**src/rtl/mdio_pkg.sv**
```systemverilog
package mdio_pkg;
  localparam int PRE_LEN    = 32;
  localparam int FRAME_LEN  = 32;
  localparam int TOTAL_LEN  = PRE_LEN + FRAME_LEN;
  localparam int BITS_W     = $clog2(TOTAL_LEN + 1);
  localparam int CMD_RD_BIT = 15;
  localparam int CMD_WR_BIT = 14;
  localparam int CTRL_SUP   = 8;
  localparam int CTRL_DIV   = 9;
  localparam int CTRL_RST   = 0;

  typedef enum logic [1:0] {
    SEL_CTRL = 2'd0,
    SEL_CMD  = 2'd1,
    SEL_DATA = 2'd2,
    SEL_STAT = 2'd3
  } regSel_t;

  typedef struct packed {
    logic load;
    logic shift;
    logic sample;
    logic finish;
  } mdioStrobe_t;
endpackage

```
**src/rtl/mdio_seq.sv**
```systemverilog
module mdio_seq
  import mdio_pkg::*;
#(
  parameter int DIVW = 7
) (
  input  logic            clk,
  input  logic            rstN,
  input  logic            startReq,
  input  logic            softRst,
  input  logic [DIVW-1:0] divField,
  input  logic            suppress,
  output mdioStrobe_t     strobe,
  output logic            busy,
  output logic            mdc
);
  localparam int CW = DIVW + 1;

  logic [CW-1:0]     divLat;
  logic [CW-1:0]     cnt;
  logic [CW-1:0]     lowLen;
  logic [CW-1:0]     effDiv;
  logic [BITS_W-1:0] bitsLeft;
  logic              running;
  logic              mdcQ;
  logic              lastTick;

  assign effDiv   = (divField == '0) ? CW'(2) : ({1'b0, divField} + CW'(1));
  assign lowLen   = divLat - (divLat >> 1);
  assign lastTick = running && (cnt == divLat - CW'(1));

  always_comb begin
    strobe.load   = startReq && !running && !softRst;
    strobe.sample = running && (cnt == lowLen - CW'(1));
    strobe.shift  = lastTick && (bitsLeft != BITS_W'(1));
    strobe.finish = lastTick && (bitsLeft == BITS_W'(1));
  end

  always_ff @(posedge clk) begin
    if (!rstN || softRst) begin
      running  <= 1'b0;
      cnt      <= '0;
      mdcQ     <= 1'b0;
      bitsLeft <= '0;
      divLat   <= CW'(2);
    end else if (strobe.load) begin
      running  <= 1'b1;
      cnt      <= '0;
      mdcQ     <= 1'b0;
      divLat   <= effDiv;
      bitsLeft <= suppress ? BITS_W'(FRAME_LEN) : BITS_W'(TOTAL_LEN);
    end else if (running) begin
      if (lastTick) begin
        cnt      <= '0;
        mdcQ     <= 1'b0;
        bitsLeft <= bitsLeft - BITS_W'(1);
        if (bitsLeft == BITS_W'(1)) running <= 1'b0;
      end else begin
        cnt <= cnt + CW'(1);
        if (strobe.sample) mdcQ <= 1'b1;
      end
    end
  end

  assign busy = running;
  assign mdc  = mdcQ;

  a_r2_busy_follows_start: assert property (@(posedge clk) disable iff (!rstN)
    strobe.load |=> busy);
  a_r7_count_in_period: assert property (@(posedge clk) disable iff (!rstN)
    running |-> (cnt < divLat));
  a_r11_mdc_idle_low: assert property (@(posedge clk) disable iff (!rstN)
    !running |-> !mdcQ);
endmodule

```
**src/rtl/mdio_dp.sv**
```systemverilog
module mdio_dp
  import mdio_pkg::*;
#(
  parameter int DIVW = 7
) (
  input  logic            clk,
  input  logic            rstN,
  input  logic [1:0]      regSel,
  input  logic            regWr,
  input  logic [31:0]     regWrData,
  output logic [31:0]     regRdData,
  input  mdioStrobe_t     strobe,
  input  logic            busy,
  input  logic            mdioIn,
  output logic            mdioOut,
  output logic            mdioOe,
  output logic            startReq,
  output logic            softRst,
  output logic [DIVW-1:0] divField,
  output logic            suppress
);
  logic [DIVW-1:0]      ctrlDiv;
  logic                 ctrlSup;
  logic                 rstPend;
  logic [4:0]           cmdPhy;
  logic [4:0]           cmdReg;
  logic                 cmdIsRead;
  logic [15:0]          dataReg;
  logic [15:0]          capture;
  logic [TOTAL_LEN-1:0] shiftOut;
  logic [TOTAL_LEN-1:0] shiftOe;
  logic                 cmdWrite;
  logic                 goRd;
  logic                 goWr;
  logic [FRAME_LEN-1:0] frameBits;
  logic [FRAME_LEN-1:0] frameOe;
  logic                 unusedWrBits;

  assign cmdWrite = regWr && (regSel == SEL_CMD);
  assign goRd     = regWrData[CMD_RD_BIT];
  assign goWr     = regWrData[CMD_WR_BIT];
  assign startReq = cmdWrite && (goRd || goWr) && !busy && !rstPend;
  assign softRst  = rstPend;
  assign divField = ctrlDiv;
  assign suppress = ctrlSup;
  assign unusedWrBits = ^regWrData;

  assign frameBits = {2'b01, (goRd ? 2'b10 : 2'b01), regWrData[9:5], regWrData[4:0],
                      (goRd ? 2'b00 : 2'b10), (goRd ? 16'h0000 : dataReg)};
  assign frameOe   = goRd ? {{14{1'b1}}, 18'b0} : {FRAME_LEN{1'b1}};

  always_ff @(posedge clk) begin
    if (!rstN) begin
      ctrlDiv <= '0;
      ctrlSup <= 1'b0;
      rstPend <= 1'b0;
    end else if (regWr && (regSel == SEL_CTRL)) begin
      if (regWrData[CTRL_RST]) begin
        rstPend <= 1'b1;
        ctrlDiv <= '0;
        ctrlSup <= 1'b0;
      end else begin
        rstPend <= 1'b0;
        ctrlDiv <= regWrData[CTRL_DIV +: DIVW];
        ctrlSup <= regWrData[CTRL_SUP];
      end
    end else begin
      rstPend <= 1'b0;
    end
  end

  always_ff @(posedge clk) begin
    if (!rstN || rstPend) begin
      cmdPhy    <= '0;
      cmdReg    <= '0;
      cmdIsRead <= 1'b0;
      shiftOut  <= '0;
      shiftOe   <= '0;
      capture   <= '0;
      dataReg   <= '0;
    end else begin
      if (strobe.load) begin
        cmdPhy    <= regWrData[9:5];
        cmdReg    <= regWrData[4:0];
        cmdIsRead <= goRd;
        shiftOut  <= ctrlSup ? {frameBits, {PRE_LEN{1'b0}}} : {{PRE_LEN{1'b1}}, frameBits};
        shiftOe   <= ctrlSup ? {frameOe, {PRE_LEN{1'b0}}} : {{PRE_LEN{1'b1}}, frameOe};
      end else if (strobe.finish) begin
        shiftOut <= '0;
        shiftOe  <= '0;
      end else if (strobe.shift) begin
        shiftOut <= shiftOut << 1;
        shiftOe  <= shiftOe << 1;
      end
      if (strobe.sample) capture <= {capture[14:0], mdioIn};
      if (strobe.finish && cmdIsRead) dataReg <= capture;
      else if (regWr && (regSel == SEL_DATA)) dataReg <= regWrData[15:0];
    end
  end

  assign mdioOe  = shiftOe[TOTAL_LEN-1];
  assign mdioOut = shiftOe[TOTAL_LEN-1] & shiftOut[TOTAL_LEN-1];

  always_comb begin
    regRdData = '0;
    case (regSel)
      SEL_CTRL: begin
        regRdData[CTRL_DIV +: DIVW] = ctrlDiv;
        regRdData[CTRL_SUP]         = ctrlSup;
        regRdData[CTRL_RST]         = rstPend;
      end
      SEL_CMD:  regRdData[9:0]  = {cmdPhy, cmdReg};
      SEL_DATA: regRdData[15:0] = dataReg;
      default:  regRdData[0]    = busy;
    endcase
  end

  a_r3_busy_cmd_ignored: assert property (@(posedge clk) disable iff (!rstN)
    (busy && cmdWrite && !rstPend) |=> ($stable(cmdPhy) && $stable(cmdReg) && $stable(cmdIsRead)));
  a_r4_line_steady: assert property (@(posedge clk) disable iff (!rstN)
    (busy && !strobe.shift && !strobe.finish && !rstPend) |=> ($stable(mdioOut) && $stable(mdioOe)));
  a_r9_soft_reset_empties: assert property (@(posedge clk) disable iff (!rstN)
    rstPend |=> (!busy && (dataReg == 16'h0000) && !mdioOe));
  a_r11_oe_idle_low: assert property (@(posedge clk) disable iff (!rstN)
    !busy |-> !mdioOe);
endmodule

```
**src/rtl/mdio_master.sv**
```systemverilog
module mdio_master
  import mdio_pkg::*;
#(
  parameter int DIVW = 7
) (
  input  logic        clk,
  input  logic        rstN,
  input  logic [1:0]  regSel,
  input  logic        regWr,
  input  logic [31:0] regWrData,
  output logic [31:0] regRdData,
  output logic        mdc,
  output logic        mdioOut,
  output logic        mdioOe,
  input  logic        mdioIn
);
  mdioStrobe_t     strobe;
  logic            busy;
  logic            startReq;
  logic            softRst;
  logic [DIVW-1:0] divField;
  logic            suppress;

  mdio_seq #(.DIVW(DIVW)) seqInst (
    .clk(clk), .rstN(rstN), .startReq(startReq), .softRst(softRst),
    .divField(divField), .suppress(suppress), .strobe(strobe),
    .busy(busy), .mdc(mdc)
  );

  mdio_dp #(.DIVW(DIVW)) dpInst (
    .clk(clk), .rstN(rstN), .regSel(regSel), .regWr(regWr),
    .regWrData(regWrData), .regRdData(regRdData), .strobe(strobe),
    .busy(busy), .mdioIn(mdioIn), .mdioOut(mdioOut), .mdioOe(mdioOe),
    .startReq(startReq), .softRst(softRst), .divField(divField),
    .suppress(suppress)
  );
endmodule

```
**config.mk**
```make
export PLATFORM = sky130hd
export DESIGN_NAME = mdio_master
export DESIGN_NICKNAME = d
export VERILOG_FILES = /design/src/rtl/mdio_pkg.sv /design/src/rtl/mdio_seq.sv /design/src/rtl/mdio_dp.sv /design/src/rtl/mdio_master.sv
export SDC_FILE = /design/constraint.sdc
export NUM_CORES = 1
export LEC_CHECK = 0
export ABC_AREA = 1
export BUFFER_PORTS_ARGS = -buffer_cell sky130_fd_sc_hd__buf_2
export CORE_MARGIN = 5
export CORE_UTILIZATION = 25
export DETAILED_ROUTE_END_ITERATION = 6
export PLACE_DENSITY_LB_ADDON = 0.3
export SLEW_MARGIN = 20
export SYNTH_ARGS = -nofsm -noshare
export SYNTH_HDL_FRONTEND = slang
export SYNTH_HIERARCHICAL = 1
export SYNTH_SLANG_ARGS = --single-unit
```
**constraint.sdc**
```tcl
create_clock -name clk -period 3.44 [get_ports clk]
set_input_delay 0.688 -clock clk [delete_from_list [all_inputs] [get_ports clk]]
set_output_delay 0.688 -clock clk [all_outputs]
set_load 0.02 [all_outputs]
```
### Word-level counts from Yosys, hierarchy flattened

Index checks and enable logic that the tools add are counted.
Widths: inputs -> output; s select.

* add/sub/neg operators: 6
* $mul: 0
* divide/modulo/power cells: 0
* order comparisons: 0
* equal/unequal tests: 6
* shift-type cells: 0
* muxes and demuxes: 33
* bitwise logic cells: 1
* reductions and logical operators: 29

Operators with widths (count)
* $mux 64: 8
* $mux 16: 3
* $mux 7: 5
* $mux 18: 1
* $eq 8x8->1: 2
* $mux 8: 2
* $sub 8x1->8 const B: 2
* $pmux 7 s2: 1
* $logic_and 1x1->1: 13
* $pmux 6 s2: 1
* $add 7x1->8 const B: 1
* $add 8x1->8 const B: 1
* $mux 1: 8
* $reduce_bool 2->1: 4
* $sub 8x7->8: 1
* $eq 7x1->1 const B: 1
* $logic_not 7->1: 1
* $ne 7x1->1 const B: 1
* $sub 7x1->7 const B: 1
* $pmux 2 s3: 1
* $reduce_and 2->1: 3
* $mux 2: 2
* $logic_not 1->1: 3
* $pmux 1 s3: 1
* 7 further kinds: 8

* register bits: 205
* latch bits: 0
* memory bits (writable): 0
* bits in read-only memories: 0
* input port bits: 38
* output and inout port bits: 35
* logic and storage cells: 90
* memories kept: 0

### Depth between registers and ports, before layout

Gate-level depths: netlist of run 1.

* word-level depth: 9
* depth in mapped cells: 18
* gate-level depth less buffers: 16

### Cells and area by module

Netlist of run 1, hierarchy kept.

Modules (own cells, without submodules)
* mdio_dp: instances 1, cells an instance 1262, area each 8314.2 um^2, sequential area each 3603.5 um^2
* mdio_seq: instances 1, cells an instance 327, area each 2114.5 um^2, sequential area each 500.5 um^2

### Worst setup path after synthesis of run 1

No wires, ideal clock.

* path kind: input to register
* start point: input port regSel[1]
* end point: register dpInst.shiftOe[8]
* library setup time: 113 ps
* arrival time: 2621 ps
* data required time: 3327 ps
* slack: 705 ps
* stages: 14
* path buffers: 5
* path through: inv_1 -> ha_1 -> clkbuf_1 -> nand2_1 -> nor4_1 -> nand3_1 -> buf_4 -> inv_1 -> buf_4 -> buf_2 -> buf_1 -> nor2_1 -> nor2_1 -> nor2_1

RTL lines
* from (decl): RTL line mdio_master.sv:8 `input logic [1:0] regSel,`
* to (signal assigned): RTL line mdio_dp.sv:87 `shiftOe <= ctrlSup ? {frameOe, {PRE_LEN{1'b0}}} : {{PRE_LEN{1'b1}}, frameOe};`
* to (signal assigned): RTL line mdio_dp.sv:93 `shiftOe <= shiftOe << 1;`
* to (decl): RTL line mdio_dp.sv:31 `logic [TOTAL_LEN-1:0] shiftOe;`

==> report_table.html, run 1 <==
<table>
<tr><th>Metric</th><th>Value</th></tr>
<tr><th colspan="2">CTS</th></tr>
<tr><td>Number of gates given a new drive strength after cts</td><td>0</td></tr>
<tr><td>Number of clock buffers inserted by TritonCTS</td><td>23</td></tr>
<tr><td>Root Driver</td><td>clkbuf_16</td></tr>
<tr><td>Clock-pin transition on the worst setup and hold timing paths</td><td>0.06 ns</td></tr>
<tr><td>Longest Clk Path Bufs</td><td>3</td></tr>
<tr><td>Hold buffers post-CTS</td><td>0</td></tr>
<tr><td>Clock tree sinks</td><td>205</td></tr>
<tr><td>Number of H-tree branching levels</td><td>1</td></tr>
<tr><td>CTS tree</td><td>done</td></tr>
<tr><td>Latest clock arrival within the worst-skew pair</td><td>0.52 ns</td></tr>
<tr><td>Buffers inserted by post-CTS timing repair</td><td>0</td></tr>
<tr><th colspan="2">Placement</th></tr>
<tr><td>Routability congestion estimate from global placement</td><td>0.7760</td></tr>
<tr><td>Placed wire-length estimate</td><td>18730 um</td></tr>
<tr><td>Number of buffers inserted by port buffering</td><td>40</td></tr>
<tr><td>Placement-stage worst setup slack</td><td>0.2564 ns</td></tr>
<tr><th colspan="2">Worst setup path</th></tr>
<tr><td>Source of the worst register-to-register timing path</td><td>seqInst/divLat[1]</td></tr>
<tr><td>Crit path capture type</td><td>flop</td></tr>
<tr><td>Cell depth of the worst flop-to-flop path</td><td>13</td></tr>
<tr><td>Data arrival time of the worst path</td><td>3.43 ns</td></tr>
<tr><td>Required time of the critical path</td><td>3.83 ns</td></tr>
<tr><td>Nature of the critical path startpoint</td><td>flop</td></tr>
<tr><td>Maximum net fanout on the critical path</td><td>25</td></tr>
<tr><td>Crit Path Category</td><td>flop to flop</td></tr>
<tr><td>Crit. Startpoint</td><td>seqInst/divLat[1]</td></tr>
<tr><th colspan="2">Timing</th></tr>
<tr><td>Final critical-path share of the clock period</td><td>0.8828</td></tr>
<tr><td>Post-Route Hold Slack</td><td>0.4270 ns</td></tr>
<tr><td>Fin Clk Skew</td><td>0.01866 ns</td></tr>
<tr><td>Slack of the critical path</td><td>0.4031 ns</td></tr>
<tr><td>Max_slew headroom</td><td>0.5276</td></tr>
<tr><td>Final hold violation count</td><td>0</td></tr>
<tr><td># setup viols final</td><td>0</td></tr>
<tr><td>Maximum frequency from static timing analysis</td><td>329.3 MHz</td></tr>
<tr><td>RSZ-0062 raised after global routing</td><td>false</td></tr>
<tr><td>Number of slew-limit violations in the final report</td><td>0</td></tr>
<tr><td>Fin crit period</td><td>3.037 ns</td></tr>
<tr><td>Total negative slack</td><td>0 ns</td></tr>
<tr><td>Transition time of the tightest slew-check pin</td><td>0.7042 ns</td></tr>
<tr><th colspan="2">Cells and area</th></tr>
<tr><td>Fraction of final layout cells with drive strength greater than 1</td><td>0.07635</td></tr>
<tr><td>Antenna fix cells</td><td>0</td></tr>
<tr><td>Footprint of the flip-flops and latches</td><td>4104 um^2</td></tr>
<tr><td>Layout Area Growth over Synthesis</td><td>12.20%</td></tr>
<tr><td>NumNets Final</td><td>1659</td></tr>
<tr><td>Layout filler cell count</td><td>4547</td></tr>
<tr><td>Final core utilization</td><td>0.2853</td></tr>
<tr><td>Area taken by multi-input logic gates</td><td>5408 um^2</td></tr>
<tr><th colspan="2">Die</th></tr>
<tr><td>Number of placement rows</td><td>74</td></tr>
<tr><td>Chip Height</td><td>214.2 um</td></tr>
<tr><td>I/O pin count</td><td>73</td></tr>
<tr><td>Placeable core region</td><td>41020 um^2</td></tr>
<tr><td>Die boundary width</td><td>214.2 um</td></tr>
<tr><td>Die footprint</td><td>45900 um^2</td></tr>
<tr><td>Initial Utilization</td><td>0.2543</td></tr>
<tr><th colspan="2">Synth</th></tr>
<tr><td>Synth Register Bits</td><td>205</td></tr>
<tr><td>Fraction of the yosys area taken by sequential cells</td><td>0.3935</td></tr>
<tr><td>Distinct cell type count of the synthesized netlist</td><td>42</td></tr>
<tr><td>Avg Inst Size Synth</td><td>6.563 um^2</td></tr>
<tr><td>Most common flop cell mapped by yosys</td><td>dfxtp_1</td></tr>
<tr><td>Share of flip-flops with an asynchronous set or reset after synthesis</td><td>0</td></tr>
<tr><td>Summed instance area of the synthesized netlist</td><td>10430 um^2</td></tr>
<tr><td>Count of warnings emitted by yosys</td><td>6</td></tr>
<tr><td>Number of synthesized flops with an enable pin</td><td>0</td></tr>
<tr><td>Post-synthesis cell count</td><td>1589</td></tr>
<tr><th colspan="2">Route</th></tr>
<tr><td>Number of design-rule violations left by the first detailed-router iteration</td><td>637</td></tr>
<tr><td>Residual DRC</td><td>0</td></tr>
<tr><td>Via density per instance</td><td>4.507</td></tr>
<tr><td>Drt first pass iters</td><td>5</td></tr>
<tr><td>Wire length per cell after detailed routing</td><td>13.36 um</td></tr>
<tr><td>Overall routed net length</td><td>28640 um</td></tr>
<tr><td>Count of vias placed by the detailed router</td><td>9658</td></tr>
<tr><td>Remaining antenna violation count after routing</td><td>0</td></tr>
<tr><th colspan="2">Global routing</th></tr>
<tr><td>Total GRT Usage</td><td>0.1233</td></tr>
<tr><td>Pin count of the biggest net entering global routing</td><td>123</td></tr>
<tr><td>Wire length of the first global-routing pass</td><td>48400 um</td></tr>
<tr><td>Via count of the first global-routing pass</td><td>9242</td></tr>
<tr><td>Total overflow reported by the global router</td><td>0</td></tr>
<tr><td>Number of antenna violations at the first check in global routing</td><td>0</td></tr>
<tr><th colspan="2">Outcome</th></tr>
<tr><td>Run status</td><td>completed</td></tr>
<tr><th colspan="2">Pwr</th></tr>
<tr><td>Pwr per Cell Area</td><td>462.4 nW/um^2</td></tr>
<tr><td>Total power of the final layout</td><td>0.005410 W</td></tr>
<tr><td>Static leakage</td><td>5.586 nW</td></tr>
<tr><td>Worst IR drop on VDD</td><td>0.2644 mV</td></tr>
<tr><th colspan="2">Hold path</th></tr>
<tr><td>Worst hold-check path type</td><td>input pin to flop</td></tr>
<tr><td>Hold Crit Start</td><td>mdioIn</td></tr>
<tr><td>Count of cells along the worst hold path</td><td>3</td></tr>
<tr><th colspan="2">Job</th></tr>
<tr><td>Max-cap viol count</td><td>0</td></tr>
</table>
==> cells in the mapped netlist, drive strengths merged, types with 2 or more instances <==
master / number / area [um^2]
a211oi: 2 / 15.01
a21oi: 64 / 324.1
a31oi: 2 / 12.51
and2: 2 / 12.51
buf: 74 / 488.0
clkbuf: 29 / 108.9
clkinv: 3 / 11.26
dfxtp: 205 / 4104
ha: 25 / 312.8
inv: 98 / 367.8
nand2: 434 / 1669
nand3: 123 / 620.6
nand3b: 2 / 15.01
nand4: 6 / 37.54
nor2: 346 / 1328
nor3: 5 / 25.02
o21ai: 134 / 678.2
o22ai: 8 / 50.05
xnor2: 2 / 17.52
xor2: 17 / 163.9
==> layout make-up <==
type,count,area share
repair buffers,69,0.03710
well taps,532,0.05689
clock buffers,38,0.05485
inverters,101,0.03240
multi-input cells,1195,0.4621
flip-flops and latches,205,0.3507
clock inverters,3,0.005881
==> metal layers <==
layer / part of all wire / up-vias / track usage
met5: 0 / - / 0
met4: 0.021 / 0 / 0.02963
met3: 0.040 / 39 / 0.01553
met2: 0.43 / 169 / 0.1928
met1: 0.51 / 4440 / 0.1810
li1: - / 5010 / -
==> registers in the layout, indices dropped and copies added, names as in the netlist <==
name,cells
dpInst/shiftOe,64
dpInst/shiftOut,64
dpInst/capture,16
dpInst/dataReg,16
seqInst/cnt,8
seqInst/divLat,8
dpInst/divField,7
seqInst/bitsLeft,7
dpInst/cmdPhy,5
dpInst/cmdReg,5
dpInst/cmdIsRead,1
dpInst/softRst,1
dpInst/suppress,1
seqInst/busy,1
seqInst/mdc,1
==> per-stage QoR <==
step	instance area [um^2]	std cells
detailed placement	10990	2102
global route	11700	2143
CTS	11700	2143
floorplan	10490	1604
global placement	10990	2102
finish	11700	2143
==> kinds of logic after synthesis <==
family / share of synthesized area
AND/OR/NAND/NOR: 0.3567
AO/OA/AOI/OAI: 0.1065
flip-flops: 0.3935
other: 0.0003596
XOR/XNOR: 0.01740
buffers and inverters: 0.09358
adder cells (fa/ha/maj): 0.03191
==> layout by cell type, fill, tap and decap left out, types with 2 or more instances in the layout <==
cell type / n
nand2_1: 425
nor2_1: 342
dfxtp_1: 205
nand3_1: 122
inv_1: 91
o21ai_1: 81
a21oi_1: 63
o21ai_0: 51
buf_2: 40
buf_4: 27
ha_1: 25
clkbuf_16: 23
conb_1: 16
xor2_1: 15
clkbuf_1: 14
o22ai_1: 8
inv_2: 7
nand4_1: 6
nand2_2: 5
nor3_1: 5
nand2_4: 4
clkinv_1: 3
bufinv_16: 2
a31oi_1: 2
nor2_2: 2
a211oi_1: 2
and2_1: 2
xor2_2: 2
nand3b_1: 2
xnor2_1: 2
o21ai_2: 2
==> worst paths after layout <==
path                                           end  slack [ns]
worst max-delay path            dpInst/shiftOe[16]        0.40
worst min-delay path             dpInst/capture[0]        0.43
worst max register to register  dpInst/shiftOe[16]        0.40
worst min register to register         seqInst/mdc        0.45
==> where the power goes <==
group	switching (W)	total [W]	leakage (nW)	internal, W
Combinational	0.000329	0.000474	3.58	0.000146
Sequential	0.0000513	0.00252	1.66	0.00246
Clock	0.00100	0.00242	0.340	0.00142
Total	0.00138	0.00541	5.59	0.00403
==> critical path: stages (launching register included) <==
cell	delay [ns]
dfxtp_1	0.42
inv_1	0.13
ha_1	0.25
nand3_1	0.13
nand2_1	0.06
nand2_1	0.09
xor2_2	0.37
nand2_4	0.18
a31oi_1	0.34
inv_2	0.09
nand2_4	0.28
nand2_2	0.32
nor2_1	0.18
nor2_1	0.06
Note: power is estimated with default switching activity, not from simulation.
==> run 2: changes to the inputs <==
CORE_UTILIZATION = 30   (was 25)
CTS_BUF_LIST = sky130_fd_sc_hd__clkbuf_16   (was default)
CTS_CLUSTER_DIAMETER = 100   (was default)
==> run 2 against run 1 <==
Compared with the run above: via count is essentially flat; combinational power shrank 2%; fmax shrank 1.9%; highest routed layer unchanged; critical endpoint is now dpInst/shiftOut[17]; critical path type unchanged.
==> report_table.html, run 2 (synthesis gave the netlist of run 1 again) <==
<table>
<tr><th>Metric</th><th>Value</th></tr>
<tr><th colspan="2">CTS</th></tr>
<tr><td>Latest clock arrival within the worst-skew pair</td><td>0.52 ns (about the same)</td></tr>
<tr><td>Number of clock buffers inserted by TritonCTS</td><td>23 (unchanged)</td></tr>
<tr><td>Clock-pin transition on the worst setup and hold timing paths</td><td>0.06 ns (about the same)</td></tr>
<tr><td>CTS tree</td><td>done (unchanged)</td></tr>
<tr><td>Number of gates given a new drive strength after cts</td><td>0 (unchanged)</td></tr>
<tr><td>Root Driver</td><td>clkbuf_16 (unchanged)</td></tr>
<tr><td>Buffers inserted by post-CTS timing repair</td><td>0 (unchanged)</td></tr>
<tr><td>Hold buffers post-CTS</td><td>0 (unchanged)</td></tr>
<tr><td>Number of H-tree branching levels</td><td>1 (unchanged)</td></tr>
<tr><td>Clock tree sinks</td><td>205 (unchanged)</td></tr>
<tr><td>Longest Clk Path Bufs</td><td>3 (unchanged)</td></tr>
<tr><th colspan="2">Pwr</th></tr>
<tr><td>Worst IR drop on VDD</td><td>0.3781 mV (was 0.2644 mV)</td></tr>
<tr><td>Static leakage</td><td>5.589 nW (was 5.586 nW)</td></tr>
<tr><td>Pwr per Cell Area</td><td>455.9 nW/um^2 (was 462.4 nW/um^2)</td></tr>
<tr><td>Logic pwr share</td><td>0.088 (about the same)</td></tr>
<tr><td>Share of total power in the clock network</td><td>0.434 (was 0.447)</td></tr>
<tr><td>Switching part of the total</td><td>0.2607 (was 0.2552)</td></tr>
<tr><td>NetSw</td><td>0.001373 W (was 0.001381 W)</td></tr>
<tr><td>Portion of total power attributed to sequential cells</td><td>0.478 (was 0.465)</td></tr>
<tr><td>Pint</td><td>0.003893 W (was 0.004029 W)</td></tr>
<tr><td>Total power of the final layout</td><td>0.005265 W (was 0.005410 W)</td></tr>
<tr><th colspan="2">Route</th></tr>
<tr><td>Residual DRC</td><td>0 (unchanged)</td></tr>
<tr><td>Wire length per cell after detailed routing</td><td>13.32 um (was 13.36 um)</td></tr>
<tr><td>Number of design-rule violations left by the first detailed-router iteration</td><td>740 (was 637)</td></tr>
<tr><td>Drt first pass iters</td><td>5 (unchanged)</td></tr>
<tr><td>Count of vias placed by the detailed router</td><td>9656 (was 9658)</td></tr>
<tr><td>Overall routed net length</td><td>27470 um (was 28640 um)</td></tr>
<tr><td>Via density per instance</td><td>4.683 (was 4.507)</td></tr>
<tr><td>Remaining antenna violation count after routing</td><td>0 (unchanged)</td></tr>
<tr><th colspan="2">Cells and area</th></tr>
<tr><td>Antenna fix cells</td><td>0 (unchanged)</td></tr>
<tr><td>NumNets Final</td><td>1654 (was 1659)</td></tr>
<tr><td>Layout filler cell count</td><td>3737 (was 4547)</td></tr>
<tr><td>Filler-free cell count of the finished design</td><td>2062 (was 2143)</td></tr>
<tr><td>Fraction of final layout cells with drive strength greater than 1</td><td>0.07405 (was 0.07635)</td></tr>
<tr><td>Layout Area Growth over Synthesis</td><td>10.75% (was 12.20%)</td></tr>
<tr><td>Commonest cells after routing, fill and taps aside</td><td>425 x nand2_1, 342 x nor2_1, 205 x dfxtp_1, 122 x nand3_1, 99 x inv_1 (was 425 x nand2_1, 342 x nor2_1, 205 x dfxtp_1, 122 x nand3_1, 91 x inv_1)</td></tr>
<tr><td>Largest registers in the final layout</td><td>dpInst/shiftOe x64, dpInst/shiftOut x64 (unchanged)</td></tr>
<tr><td>Final cell area excluding filler cells</td><td>11550 um^2 (was 11700 um^2)</td></tr>
<tr><td>Commonest non-fill, non-tap cell in the layout</td><td>nand2_1 (unchanged)</td></tr>
<tr><th colspan="2">Placement</th></tr>
<tr><td>Post-DP Area</td><td>10870 um^2 (was 10990 um^2)</td></tr>
<tr><td>Placed wire-length estimate</td><td>18180 um (was 18730 um)</td></tr>
<tr><td>Number of buffers inserted by port buffering</td><td>40 (unchanged)</td></tr>
<tr><td>Routability congestion estimate from global placement</td><td>0.8208 (was 0.7760)</td></tr>
<tr><td>Number of cells after detailed placement</td><td>2020 (was 2102)</td></tr>
<tr><th colspan="2">Die</th></tr>
<tr><td>Initial Utilization</td><td>0.3027 (was 0.2543)</td></tr>
<tr><td>Placeable core region</td><td>34460 um^2 (was 41020 um^2)</td></tr>
<tr><td>Die boundary width</td><td>196.4 um (was 214.2 um)</td></tr>
<tr><td>I/O pin count</td><td>73 (unchanged)</td></tr>
<tr><td>Chip Height</td><td>196.4 um (was 214.2 um)</td></tr>
<tr><td>Number of placement rows</td><td>68 (was 74)</td></tr>
<tr><td>Die footprint</td><td>38590 um^2 (was 45900 um^2)</td></tr>
<tr><th colspan="2">Timing</th></tr>
<tr><td>Max_slew headroom</td><td>0.5215 (was 0.5276)</td></tr>
<tr><td>Total negative slack</td><td>0 ns (unchanged)</td></tr>
<tr><td>Maximum frequency from static timing analysis</td><td>322.9 MHz (was 329.3 MHz)</td></tr>
<tr><td>Fin Clk Skew</td><td>0.01430 ns (was 0.01866 ns)</td></tr>
<tr><td>Final hold violation count</td><td>0 (unchanged)</td></tr>
<tr><td># setup viols final</td><td>0 (unchanged)</td></tr>
<tr><td>Final critical-path share of the clock period</td><td>0.9002 (was 0.8828)</td></tr>
<tr><td>Transition time of the tightest slew-check pin</td><td>0.7178 ns (was 0.7042 ns)</td></tr>
<tr><td>Number of slew-limit violations in the final report</td><td>0 (unchanged)</td></tr>
<tr><td>Fin crit period</td><td>3.097 ns (was 3.037 ns)</td></tr>
<tr><td>RSZ-0062 raised after global routing</td><td>false (unchanged)</td></tr>
<tr><th colspan="2">Worst setup path</th></tr>
<tr><td>CP Buf/Inv Count</td><td>4 (was 2)</td></tr>
<tr><td>Worst-path cell with the longest stage delay</td><td>dfxtp_1 (unchanged)</td></tr>
<tr><td>Maximum net fanout on the critical path</td><td>72 (was 25)</td></tr>
<tr><td>Data arrival time of the worst path</td><td>3.50 ns (was 3.43 ns)</td></tr>
<tr><td>Max stage delay on crit path</td><td>0.43 ns (was 0.42 ns)</td></tr>
<tr><td>Crit Path Category</td><td>flop to flop (unchanged)</td></tr>
<tr><td>Nature of the critical path startpoint</td><td>flop (unchanged)</td></tr>
<tr><td>Cell repeated most along the worst path</td><td>nor2_1</td></tr>
<tr><td>Family with the most delay on the worst path</td><td>simple AND/OR/NAND/NOR gates (unchanged)</td></tr>
<tr><td>Crit path capture type</td><td>flop (unchanged)</td></tr>
<tr><td>Required time of the critical path</td><td>3.84 ns (was 3.83 ns)</td></tr>
<tr><td>Worst path cell trace</td><td>inv_1 -&gt; ha_1 -&gt; inv_1 -&gt; nand2_1 -&gt; nand3_1 -&gt; nor2_1 -&gt; nand3_1 -&gt; nor2_4 -&gt; nand2_4 -&gt; a31oi_1 -&gt; inv_2 -&gt; nand2_4 -&gt; buf_12 -&gt; nand2_2 -&gt; nor2_1 -&gt; nor2_1 (was inv_1 -&gt; ha_1 -&gt; nand3_1 -&gt; nand2_1 -&gt; nand2_1 -&gt; xor2_2 -&gt; nand2_4 -&gt; a31oi_1 -&gt; inv_2 -&gt; nand2_4 -&gt; nand2_2 -&gt; nor2_1 -&gt; nor2_1)</td></tr>
<tr><th colspan="2">Global routing</th></tr>
<tr><td>Number of antenna violations at the first check in global routing</td><td>0 (unchanged)</td></tr>
<tr><td>Total GRT Usage</td><td>0.1387 (was 0.1233)</td></tr>
<tr><td>Pin count of the biggest net entering global routing</td><td>75 (was 123)</td></tr>
<tr><td>Via count of the first global-routing pass</td><td>8783 (was 9242)</td></tr>
<tr><td>Wire length of the first global-routing pass</td><td>45580 um (was 48400 um)</td></tr>
<tr><td>Total overflow reported by the global router</td><td>0 (unchanged)</td></tr>
<tr><th colspan="2">Outcome</th></tr>
<tr><td>Run status</td><td>completed (unchanged)</td></tr>
<tr><th colspan="2">Job</th></tr>
<tr><td>Max-cap viol count</td><td>0 (unchanged)</td></tr>
<tr><th colspan="2">Hold path</th></tr>
<tr><td>Worst hold-check path type</td><td>input pin to flop (unchanged)</td></tr>
</table>
[run 2: worst reg2reg max path: stages (launching register included)]
cell,delay [ns]
dfxtp_1,0.43
inv_1,0.12
ha_1,0.33
inv_1,0.06
nand2_1,0.06
nand3_1,0.06
nor2_1,0.10
nand3_1,0.14
nor2_4,0.20
nand2_4,0.13
a31oi_1,0.29
inv_2,0.09
nand2_4,0.11
buf_12,0.29
nand2_2,0.32
nor2_1,0.21
nor2_1,0.07
[run 2: final timing paths]
| kind | startpoint | to | slack (ns) | cells after the start |
|---|---|---|---|---|
| setup / recovery | seqInst/divLat[1] | dpInst/shiftOut[17] | 0.34 | 16 |
| hold / removal | mdioIn | dpInst/capture[0] | 0.44 | 3 |
| setup reg to reg | seqInst/divLat[1] | dpInst/shiftOut[17] | 0.34 | 16 |
| hold reg to reg | dpInst/shiftOut[30] | dpInst/shiftOut[31] | 0.46 | 2 |
[run 2: through the flow]
stage | setup slack, ns | hold WS (ns) | util
after global routing | 0.05150 | 0.4339 | 0.3352
after CTS | 0.3293 | 0.4206 | 0.3352
after floorplan | 0.7054 | 0.4359 | -
after global placement | 0.4021 | 0.4492 | 0.3153
final | 0.3433 | 0.4411 | 0.3352
after detailed placement | 0.3354 | 0.4554 | 0.3153
[run 2: per-layer routing]
metal / global-route usage / wire, um / share of wire
met1: 0.2052 / 13710 / 0.50
met2: 0.2122 / 12010 / 0.44
met3: 0.02274 / 1247 / 0.045
met4: 0.03129 / 507 / 0.018
met5: 0 / 0 / 0
[run 2: power by group through the flow]
| stage | Clock (W) | Combinational (W) | Sequential, W |
|---|---|---|---|
| 2_1_floorplan | 0 | 0.000370 | 0.00255 |
| 3_3_place_gp | 0 | 0.000460 | 0.00257 |
| 3_5_place_dp | 0 | 0.000464 | 0.00257 |
| 4_1_cts | 0.00236 | 0.000466 | 0.00252 |
| 5_1_grt | 0.00247 | 0.000529 | 0.00253 |
| 6_report | 0.00229 | 0.000463 | 0.00252 |
[run 2: area by class of cell]
type	instances	area, um^2	share of cell area
multi-input combinational	1195	5408	0.4682
sequential	205	4104	0.3553
clock buffer	23	575.6	0.04983
tap	455	569.3	0.04929
timing repair buffer	64	405.4	0.03510
inverter	101	379.1	0.03282
clock inverter	19	108.9	0.009425
